==> src/rtl/wdog_pkg.sv <==
package wdog_pkg;

    // Registered state of the control and flag logic
    typedef struct packed {
        logic [2:0] sel;
        logic       halt_en;
        logic       stop_dis;
        logic       first;
        logic       to_flag;
        logic       stop_flag;
        logic       rst_pulse;
    } wdog_ctrl_t;

    // Tick count loaded into the down-counter for a select value
    function automatic int unsigned load_ticks(logic [2:0] sel, int unsigned base_log);
        int unsigned s;
        s = 32'(sel);
        if (sel == 3'd0)
            return 32'd0;
        else if (sel == 3'd7)
            return 32'd1 << (base_log + 32'd7);
        else
            return 32'd1 << (base_log + s - 32'd1);
    endfunction

endpackage

==> src/rtl/wdog_prescaler.sv <==
module wdog_prescaler #(
    parameter int PRE_LOG = 6
) (
    input  logic clk,
    input  logic rst_n,
    input  logic run_i,
    input  logic clear_i,
    output logic tick_o
);
    localparam int PRE_W = PRE_LOG;
    localparam logic [PRE_W-1:0] PRE_LAST = '1;

    typedef struct packed {
        logic [PRE_W-1:0] cnt;
    } pre_t;

    pre_t pre_d, pre_q;

    // A tick is reported even when a reload clears the prescaler
    assign tick_o = run_i && (pre_q.cnt == PRE_LAST);

    always_comb begin
        pre_d = pre_q;
        if (clear_i)
            pre_d.cnt = '0;
        else if (run_i)
            pre_d.cnt = pre_q.cnt + 1'b1;
    end

    always_ff @(posedge clk or negedge rst_n) begin
        if (!rst_n)
            pre_q <= '0;
        else
            pre_q <= pre_d;
    end
endmodule

==> src/rtl/wdog_counter.sv <==
module wdog_counter #(
    parameter int              CNT_W   = 18,
    parameter logic [CNT_W-1:0] RST_VAL = '0
) (
    input  logic             clk,
    input  logic             rst_n,
    input  logic             tick_i,
    input  logic             load_i,
    input  logic [CNT_W-1:0] load_val_i,
    output logic             expire_o
);
    localparam logic [CNT_W-1:0] ONE = CNT_W'(1);

    typedef struct packed {
        logic [CNT_W-1:0] cnt;
    } cnt_t;

    cnt_t cnt_d, cnt_q;

    assign expire_o = tick_i && (cnt_q.cnt == ONE);

    always_comb begin
        cnt_d = cnt_q;
        if (load_i)
            cnt_d.cnt = load_val_i;
        else if (tick_i) begin
            if (cnt_q.cnt == ONE)
                cnt_d.cnt = load_val_i;
            else
                cnt_d.cnt = cnt_q.cnt - ONE;
        end
    end

    always_ff @(posedge clk or negedge rst_n) begin
        if (!rst_n)
            cnt_q.cnt <= RST_VAL;
        else
            cnt_q <= cnt_d;
    end
endmodule

==> src/rtl/wdog_ctrl.sv <==
module wdog_ctrl
    import wdog_pkg::*;
(
    input  logic       clk,
    input  logic       rst_n,
    input  logic       ctrl_wr_i,
    input  logic [7:0] ctrl_wdata_i,
    input  logic       expire_i,
    input  logic       stop_enter_i,
    input  logic       flag_wr_i,
    input  logic [1:0] flag_clr_i,
    output logic [2:0] sel_o,
    output logic [2:0] sel_next_o,
    output logic       sel_change_o,
    output logic       halt_en_o,
    output logic       stop_dis_o,
    output logic       first_o,
    output logic [1:0] flags_o,
    output logic       pulse_o
);
    localparam wdog_ctrl_t CTRL_RST = '{
        sel: 3'b001, halt_en: 1'b1, stop_dis: 1'b1, first: 1'b1,
        to_flag: 1'b0, stop_flag: 1'b0, rst_pulse: 1'b0
    };

    wdog_ctrl_t ctl_d, ctl_q;
    logic       sel_ok;
    logic       wdata_unused;

    assign wdata_unused = ^{ctrl_wdata_i[7], ctrl_wdata_i[1:0]};

    always_comb begin
        ctl_d           = ctl_q;
        ctl_d.first     = 1'b0;
        ctl_d.rst_pulse = expire_i;
        sel_ok = ctrl_wr_i && ((ctrl_wdata_i[6:4] != 3'b000) || ctl_q.first);
        if (ctrl_wr_i) begin
            ctl_d.halt_en  = ctrl_wdata_i[3];
            ctl_d.stop_dis = ctrl_wdata_i[2];
        end
        if (sel_ok)
            ctl_d.sel = ctrl_wdata_i[6:4];
        if (flag_wr_i && flag_clr_i[0])
            ctl_d.to_flag = 1'b0;
        if (expire_i)
            ctl_d.to_flag = 1'b1;
        if (flag_wr_i && flag_clr_i[1])
            ctl_d.stop_flag = 1'b0;
        if (stop_enter_i && !ctl_q.stop_dis)
            ctl_d.stop_flag = 1'b1;
    end

    always_ff @(posedge clk or negedge rst_n) begin
        if (!rst_n)
            ctl_q <= CTRL_RST;
        else
            ctl_q <= ctl_d;
    end

    assign sel_o        = ctl_q.sel;
    assign sel_next_o   = ctl_d.sel;
    assign sel_change_o = (ctl_d.sel != ctl_q.sel);
    assign halt_en_o    = ctl_q.halt_en;
    assign stop_dis_o   = ctl_q.stop_dis;
    assign first_o      = ctl_q.first;
    assign flags_o      = {ctl_q.stop_flag, ctl_q.to_flag};
    assign pulse_o      = ctl_q.rst_pulse;
endmodule

==> src/rtl/wdog_core.sv <==
module wdog_core
    import wdog_pkg::*;
#(
    parameter int PRE_LOG  = 6,
    parameter int BASE_LOG = 10
) (
    input  logic       clk,
    input  logic       rst_n,
    input  logic       kick_i,
    input  logic       halt_i,
    input  logic       stop_i,
    input  logic       stop_enter_i,
    input  logic       ctrl_wr_i,
    input  logic [7:0] ctrl_wdata_i,
    output logic [7:0] ctrl_rdata_o,
    input  logic       flag_wr_i,
    input  logic [1:0] flag_clr_i,
    output logic [1:0] flags_o,
    output logic       wdt_reset_o
);
    localparam int CNT_W = BASE_LOG + 8;
    localparam logic [CNT_W-1:0] CNT_RST = CNT_W'(load_ticks(3'b001, BASE_LOG));

    logic [2:0]       sel_q, sel_next;
    logic             sel_change, halt_en, stop_dis, disable_window;
    logic             run, reload, tick, expire;
    logic [CNT_W-1:0] load_val;

    assign run      = (sel_q != 3'b000) && !stop_i && (!halt_i || halt_en);
    assign reload   = kick_i || sel_change;
    assign load_val = CNT_W'(load_ticks(sel_next, BASE_LOG));

    wdog_ctrl u_ctrl (
        .clk          (clk),
        .rst_n        (rst_n),
        .ctrl_wr_i    (ctrl_wr_i),
        .ctrl_wdata_i (ctrl_wdata_i),
        .expire_i     (expire),
        .stop_enter_i (stop_enter_i),
        .flag_wr_i    (flag_wr_i),
        .flag_clr_i   (flag_clr_i),
        .sel_o        (sel_q),
        .sel_next_o   (sel_next),
        .sel_change_o (sel_change),
        .halt_en_o    (halt_en),
        .stop_dis_o   (stop_dis),
        .first_o      (disable_window),
        .flags_o      (flags_o),
        .pulse_o      (wdt_reset_o)
    );

    wdog_prescaler #(.PRE_LOG(PRE_LOG)) u_pre (
        .clk     (clk),
        .rst_n   (rst_n),
        .run_i   (run),
        .clear_i (reload),
        .tick_o  (tick)
    );

    wdog_counter #(.CNT_W(CNT_W), .RST_VAL(CNT_RST)) u_cnt (
        .clk        (clk),
        .rst_n      (rst_n),
        .tick_i     (tick),
        .load_i     (reload),
        .load_val_i (load_val),
        .expire_o   (expire)
    );

    assign ctrl_rdata_o = {1'b0, sel_q, halt_en, stop_dis, 2'b00};
endmodule

==> config.mk <==
export PLATFORM = sky130hd
export DESIGN_NAME = wdog_core
export DESIGN_NICKNAME = d
export VERILOG_FILES = /design/src/rtl/wdog_pkg.sv /design/src/rtl/wdog_prescaler.sv /design/src/rtl/wdog_counter.sv /design/src/rtl/wdog_ctrl.sv /design/src/rtl/wdog_core.sv
export SDC_FILE = /design/constraint.sdc
export NUM_CORES = 1
export LEC_CHECK = 0
export ABC_AREA = 1
export BUFFER_PORTS_ARGS = -buffer_cell sky130_fd_sc_hd__clkbuf_2
export CAP_MARGIN = 20
export CORE_MARGIN = 2
export CORE_UTILIZATION = 45
export CTS_CLUSTER_DIAMETER = 60
export DETAILED_ROUTE_END_ITERATION = 10
export HOLD_SLACK_MARGIN = 0.03
export SLEW_MARGIN = 20
export SYNTH_ARGS = -nofsm -noshare
export SYNTH_HDL_FRONTEND = slang
export SYNTH_HIERARCHICAL = 1
export SYNTH_SLANG_ARGS = --single-unit
==> constraint.sdc <==
create_clock -name clk -period 2.9 [get_ports clk]
set_input_delay 0.58 -clock clk [delete_from_list [all_inputs] [get_ports clk]]
set_output_delay 0.58 -clock clk [all_outputs]
set_load 0.05 [all_outputs]
==> impl_metrics.toml, run 1 <==
[global_routing]
grt_max_degree = 34
first_global_vias = 2323
overflow = 0
grt_usage = 0.212
grt_pass1_wl_um = 10500
antenna_found_initial = 0

[routing]
firstDrtPassIters = 4
drt_iter0_markers = 144
vias = 2348
routedWlPerCell_um = 11.7
ant_nets = 0
avgViaCountPerCell = 4.81
drcViolationCount = 0
postRouteWirelength_um = 5720

[clocking]
hold_buffers = 0
cts_buffer_depth = 2
post_cts_buffers = 0
numCtsBuffers = 5
post_cts_resized = 0
cts_root_buffer = "clkbuf_8"
clk_pin_slew_ps = 80
clock_latency_ps = 300
htreeDepth = 2
clock-sinks = 33
cts_tree = "built"

[critical_path]
endpoint_kind = "register"
worst_path_max_delay_cell = "o21ai_0"
critPathRequiredTime_ps = 3140
cp_max_fo = 7
worstSetupPathType = "register to register"
cp-start-kind = "register"
path_cells = "nor2_1 > nand2_2 > nand2_4 > o21ai_0 > ha_1 > or2_1 > nor2_1 > inv_1 > nand2_1 > nand3_1 > nand2_1"
crit_arrival_ps = 2650
cpPeakStageDelay_ps = 600

[sta]
skew_ps = 8.41
finalMaxSlewViolations = 0
worst_pin_slew_ps = 863
max_freq_mhz = 415
setup-violations-final = 0
fin_crit_sh = 0.831
rsz0062_at_grt = "false"
tns_ps = 0
finalHoldViolations = 0
min_period_ps = 2410
relSlewSlack = 0.424

[pwr]
power.internal_uw = 968
swShare = 0.402
p_clk_frac = 0.279
seq_power_share = 0.379
switching_power_uw = 651
power.leakage_uw = 0.00146
max-vdd-ir-drop_v = 0.000276
cellPowerDensity_nw_per_um2 = 574
finalPower_uw = 1620
combPwrFrac = 0.342

[finish]
nets = 438
antenna_cells = 0
layout_commonest_cell = "nand2_1"
stdcell_area_um2 = 2820
drive_gt1_frac = 0.173
areaGrowthSynthToFinish_pct = 11.0
utilization = 0.515
final_cell_mix = "nand2_1 (129), inv_1 (56), nor2_1 (40)"

[worst_hold_path]
holdCritPathClass = "input pin to asynchronous set/reset pin"

[placement]
port_buffers = 22
placed_area_um2 = 2710
gp_congestion = 0.850
dp_hpwl_um = 4290

[outcome]
status = "completed"

[die]
die_area_um2 = 6260
pin_count = 29
core_area_um2 = 5470
initial_utilization = 0.464
die_w_um = 79.1
dieHeight_um = 79.1
row_count = 27

[yosys]
ys_ff_latch = 33
synth_area_um2 = 2540
synthCells = 386
synth_area_per_cell_um2 = 6.58
ys_seq_area_frac = 0.328
yosys_warnings = 6
synthDistinctLibCells = 37

[job]
max_cap_viol_count = 0
==> cells by family (layout without fill, tap and decap cells) <==
family,Yosys count,count (layout),synth area share
DFF,33,33,0.328
muxes,1,1,0.00443
buffers and inverters,72,93,0.129
AOI/OAI and AO/OA,22,22,0.0567
and+or+nand+nor,247,247,0.441
xor gates and xnor gates,4,4,0.0138
other,2,11,0.00296
adders and majority gates,5,5,0.0246
==> layer usage <==
layer	track usage	routed length [µm]	vias up
met4	0.0586	63	0
met3	0.0375	142	5
li1	-	-	1232
met5	0	0	-
met1	0.276	2820	1081
met2	0.360	2690	30
==> final timing paths <==
kind / startpoint / to / slack, ps / cells after the start
setup / recovery: u_ctrl/first_o / u_cnt/cnt_q[9] / 490 / 11
hold / removal: rst_n / u_pre/pre_q[1] / 390 / 1
setup reg to reg: u_ctrl/first_o / u_cnt/cnt_q[9] / 490 / 11
hold reg to reg: u_ctrl/flags_o[0] / u_ctrl/flags_o[0] / 500 / 1
max in group asynchronous: rst_n / u_ctrl/sel_o[2] / 1980 / 1
min in group clk: u_ctrl/flags_o[0] / u_ctrl/flags_o[0] / 500 / 1
==> registers in the layout (all words and copies together), names as in the netlist <==
signal             cells
u_ctrl/first_o         1
u_ctrl/stop_dis_o      1
u_ctrl/halt_en_o       1
u_ctrl/pulse_o         1
u_ctrl/sel_o           3
u_ctrl/flags_o         2
u_cnt/cnt_q           18
u_pre/pre_q            6
==> power by group through the flow <==
| stage | registers (µW) | clock network (µW) | logic, µW |
|---|---|---|---|
| 6_report | 613 | 452 | 553 |
| 5_1_grt | 625 | 485 | 642 |
| 4_1_cts | 612 | 465 | 555 |
| 3_5_place_dp | 620 | 0 | 552 |
| 3_3_place_gp | 619 | 0 | 545 |
| 2_1_floorplan | 622 | 0 | 430 |
==> cell usage after synthesis, drive strengths merged <==
library cell,instances,area share
a21o,1,0.0030
a21oi,6,0.013
a22o,1,0.0034
and2,1,0.0025
buf,14,0.043
clkbuf,1,0.0015
clkinv,1,0.0015
conb,2,0.0030
dfrtp,28,0.28
dfstp,5,0.052
ha,5,0.025
inv,56,0.083
mux2,1,0.0044
nand2,136,0.21
nand3,35,0.073
nand3b,2,0.0059
nand4,9,0.022
nor2,53,0.099
nor3,6,0.012
nor3b,1,0.0030
nor4,1,0.0025
o21ai,12,0.030
o21bai,2,0.0074
or2,3,0.0074
xnor2,4,0.014
==> critical path, delay by kind of cell (launching register included) <==
family          cells  cell delay (ps)
simple gates        8              790
compound gates      1              600
flops               1              520
fa+ha+maj           1              380
buf+inv             1               70
==> layout make-up <==
class,instances,area [µm²]
fillers,580,2650
multi-input cells,290,1410
flip-flops and latches,33,832
repair buffers,28,155
clock inverters,3,46.3
well taps,72,90.1
clock buffers,5,68.8
inverters,57,214
==> through the flow <==
stage / worst slack (ps) / std cells / hold WS [ps]
after global routing: 224 / 488 / 454
after CTS: 468 / 488 / 428
after global placement: 311 / 480 / 467
after detailed placement: 258 / 480 / 481
final: 491 / 488 / 385
after floorplan: 726 / 395 / 284
Note: power is estimated with default switching activity, not from simulation.
==> inputs of run 2 (changes only) <==
clock period = 2.45 ns   (was 2.9 ns; I/O delays follow)
==> impl_metrics.toml, run 2 (synthesis gave the netlist of run 1 again) <==
[sta]
min_period_ps = 2210
worst_pin_slew_ps = 838
fin_crit_sh = 0.902
finalMaxSlewViolations = 0
timing.final.ws_setup_ps = 240
max_freq_mhz = 453
rsz0062_at_grt = "false"
setup-violations-final = 0
skew_ps = 6.56
finalHoldViolations = 0
tns_ps = 0
hold_slack_ps = 283
relSlewSlack = 0.442

[placement]
port_buffers = 22
gp_congestion = 0.903
preCtsSetupSlack_ps = 114
dp_hpwl_um = 4330

[clocking]
clock_latency_ps = 290
post_cts_buffers = 0
clock-sinks = 33
clk_pin_slew_ps = 80
hold_buffers = 0
cts_root_buffer = "clkbuf_8"
cts_tree = "built"
htreeDepth = 2
numCtsBuffers = 5
cts_buffer_depth = 2
post_cts_resized = 0

[global_routing]
overflow = 0
grt_usage = 0.208
grt_max_degree = 34
grt_pass1_wl_um = 10400
antenna_found_initial = 0
first_global_vias = 2292

[critical_path]
critPathRequiredTime_ps = 2680
endpoint_kind = "register"
ff2ff_setup_slack_ps = 240
cp_max_fo = 7
cp-start-kind = "register"
crit_arrival_ps = 2440
worstSetupPathType = "register to register"

[finish]
antenna_cells = 0
top_register = "u_cnt/cnt_q"
multi_input_area_um2 = 1410
seqCellArea_um2 = 832
nets = 442
utilization = 0.521
largest_register_ffs = 18
areaGrowthSynthToFinish_pct = 12.2
final_cell_mix = "nand2_1 (129), inv_1 (56), nor2_1 (40)"
fillers = 600
drive_gt1_frac = 0.181
layout_commonest_cell = "nand2_1"

[die]
die_w_um = 79.1
dieHeight_um = 79.1
pin_count = 29
die_area_um2 = 6260
initial_utilization = 0.464
core_area_um2 = 5470
row_count = 27

[routing]
drt_iter0_markers = 128
postRouteWirelength_um = 5640
avgViaCountPerCell = 4.78
routedWlPerCell_um = 11.5
firstDrtPassIters = 4
ant_nets = 0
drcViolationCount = 0
vias = 2351

[pwr]
power.leakage_uw = 0.00148
cellPowerDensity_nw_per_um2 = 673
power.internal_uw = 1150
switching_power_uw = 763
max-vdd-ir-drop_v = 0.000318
swShare = 0.398
finalPower_uw = 1920
p_clk_frac = 0.275
seq_power_share = 0.378
combPwrFrac = 0.346

[worst_hold_path]
holdCritPathClass = "input pin to asynchronous set/reset pin"

[job]
max_cap_viol_count = 0

[outcome]
status = "completed"
-- run 2: cell count changes in the layout (fill, tap and decap cells not counted) --
cell,before,now
buf_4,6,10
-- run 2: worst max-delay path, cell delays in order (launching register included) --
cell	delay, ps
dfstp_2	520
nor2_1	50
nand2_2	100
nand2_4	80
o21ai_0	410
ha_1	360
or2_1	250
nor2_1	110
inv_1	70
nand2_1	70
nand3_1	80
nand2_1	60
-- run 2: path summary, 6_finish.rpt --
| kind | start | endpoint | depth (start not counted) |
|---|---|---|---|
| setup / recovery | u_ctrl/first_o | u_cnt/cnt_q[9] | 11 |
| hold / removal | rst_n | u_pre/pre_q[5] | 1 |
| setup reg to reg | u_ctrl/first_o | u_cnt/cnt_q[9] | 11 |
| hold reg to reg | u_ctrl/flags_o[0] | u_ctrl/flags_o[0] | 1 |
| max in group asynchronous | rst_n | u_cnt/cnt_q[3] | 1 |
| min in group clk | ctrl_wdata_i[2] | u_ctrl/stop_dis_o | 3 |
-- run 2: layout make-up --
class | count | area share
Clock buffer | 5 | 0.0241
Clock inverter | 3 | 0.0162
Inverter | 57 | 0.0751
Multi-Input combinational cell | 290 | 0.496
Sequential cell | 33 | 0.292
Tap cell | 72 | 0.0316
Timing Repair Buffer | 32 | 0.0650
-- run 2: power by group through the flow --
stage	logic (µW)	clock network, µW	registers [µW]
floorplan	509	0	737
global placement	657	0	733
detailed placement	665	0	734
CTS	668	542	724
global route	769	560	742
finish	664	528	726
-- run 2: through the flow --
step	area, µm²	instances
after floorplan	2570	395
after detailed placement	2740	484
after global routing	2850	492
final	2850	492
after CTS	2850	492
after global placement	2740	484
-- run 2: routing by layer --
layer  share of wire  track usage  vias up
met1            0.50        0.280     1084
met3           0.020       0.0364        8
met4           0.017       0.0759        0
met5               0            0        -
li1                -            -     1235
met2            0.46        0.335       24
==> inputs of run 3 (changes only) <==
ABC_AREA = 0   (was 1)
SKIP_CTS_REPAIR_TIMING = 1   (was unset)
==> impl_metrics.toml, run 3 <==
[placement]
gp_congestion = 0.873
port_buffers = 22
dp_hpwl_um = 3920
placed_area_um2 = 2480

[global_routing]
grt_use_met3 = 0.0379
overflow = 0
antenna_found_initial = 0
first_global_vias = 1807
busiest_layer = "met1"
use_met2 = 0.323
globalRouteMet1Util = 0.330
grt_usage = 0.222
grt_max_degree = 34
grt_pass1_wl_um = 9150

[yosys]
synthDistinctLibCells = 62
synth_ff_type = "dfrtp_1"
ys_seq_area_frac = 0.378
yosysTopAreaCellShare = 0.318
synthCells = 243
synth_edf_count = 0
synth.most_common_cell = "dfrtp_1"
yosys_warnings = 6
ys_top_cells_by_count = "dfrtp_1 (28), nor2_1 (21), nand2_1 (17), nor3_1 (14)"
synth_area_leader_cell = "dfrtp_1"
synth_area_per_cell_um2 = 9.07
synth_area_um2 = 2200
synth_area_leaders = "dfrtp_1 (32%), dfstp_2 (6.0%), buf_4 (3.7%)"
async_reset_ff_frac = 1.00
ys_ff_latch = 33

[sta]
tns_ps = 0
setup-violations-final = 0
relSlewSlack = 0.450
rsz0062_at_grt = "false"
finalMaxSlewViolations = 0
fin_crit_sh = 0.928
min_period_ps = 2270
skew_ps = 5.95
worst_pin_slew_ps = 825
max_freq_mhz = 440
hold_slack_ps = 287
finalHoldViolations = 0

[critical_path]
worstSetupPathType = "register to register"
crit_arrival_ps = 2490
cp_max_fo = 5
critPathRequiredTime_ps = 2670
timing.critical_path.from = "u_cnt/cnt_q[6]"
reg2reg_depth = 5
r2r-start = "u_cnt/cnt_q[6]"
cp-start-kind = "register"
endpoint_kind = "register"

[outcome]
status = "completed"

[routing]
postRouteWirelength_um = 5280
vias = 1959
ant_nets = 0
firstDrtPassIters = 4
avgViaCountPerCell = 5.52
drt_iter0_markers = 138
drcViolationCount = 0
routedWlPerCell_um = 14.9

[die]
pin_count = 29
die_w_um = 74.0
row_count = 25
die_area_um2 = 5470
core_area_um2 = 4720
initial_utilization = 0.466
dieHeight_um = 74.0

[finish]
drive_gt1_frac = 0.257
stdcell_area_um2 = 2590
top_register = "u_cnt/cnt_q"
layout_commonest_cell = "dfrtp_1"
utilization = 0.549
final_cell_mix = "dfrtp_1 (28), clkbuf_2 (22), buf_4 (22)"
nets = 310
largest_register_ffs = 18
antenna_cells = 0
areaGrowthSynthToFinish_pct = 17.7

[clocking]
clock_latency_ps = 290
htreeDepth = 2
cts_root_buffer = "clkbuf_8"
clk_pin_slew_ps = 70
numCtsBuffers = 5
cts_tree = "built"
clock-sinks = 33
cts_buffer_depth = 2

[pwr]
finalPower_uw = 1580
max-vdd-ir-drop_v = 0.000356
power.leakage_uw = 0.00114
cellPowerDensity_nw_per_um2 = 610

[worst_hold_path]
holdCritPathClass = "input pin to asynchronous set/reset pin"

[job]
max_cap_viol_count = 0
[run 3: changes by cell type after synthesis, moves of 5 or more]
cell,delta
nor2_2,-9
a21oi_1,+6
nand3_1,-25
nand4_1,-6
mux2i_1,+5
inv_1,-46
nor2_1,-19
nor3_1,+8
nand2_1,-112
[run 3: kinds of logic after synthesis]
logic type,count (synthesis),share of synthesized area
AOI/OAI and AO/OA,63,0.204
xor gates and xnor gates,7,0.0278
adders and majority gates,5,0.0284
buffers and inverters,27,0.0693
DFF,33,0.378
muxes,7,0.0329
other,2,0.00341
and+or+nand+nor,99,0.256
[run 3: cell type report]
cell class              instances  area [µm²]
flip-flops and latches         33         832
repair buffers                 44         275
well taps                      67        83.8
multi-input cells             192        1260
clock buffers                   7        96.3
fillers                       435        2130
inverters                      11        41.3
clock inverters                 1        5.00
[run 3: worst paths after layout]
kind	endpoint	slack, ps
max	u_cnt/cnt_q[8]	180
max reg2reg	u_cnt/cnt_q[8]	180
min reg2reg	u_ctrl/flags_o[0]	490
max in group asynchronous	u_cnt/cnt_q[16]	1640
min	u_pre/pre_q[2]	290
min in group clk	u_ctrl/stop_dis_o	390
[run 3: critical path, stage by stage (launching register included)]
cell     delay, ps
dfrtp_1        410
or4_4          600
nor3_1         300
nand3_1        290
o21ai_1        370
a221o_1        230
[run 3: layer usage]
metal  vias to the layer above  routed length (µm)  part of all wire
met3                         7                 257             0.049
met4                         0                  87             0.016
met1                       918                2590              0.49
li1                        977                   -                 -
met5                         -                   0                 0
met2                        57                2350              0.45
[run 3: report_power, final]
group / total, µW / switching [µW] / internal [µW]
sequential: 675 / 69.0 / 606
combinational: 442 / 255 / 187
clock: 464 / 210 / 254
total: 1580 / 534 / 1050
[run 3: through the flow]
stage | std cells | worst slack, ps
2_1_floorplan | 252 | 36.7
6_report | 355 | 177
3_3_place_gp | 347 | 81.5
3_5_place_dp | 347 | 88.2
5_1_grt | 355 | 26.8
4_1_cts | 355 | 223
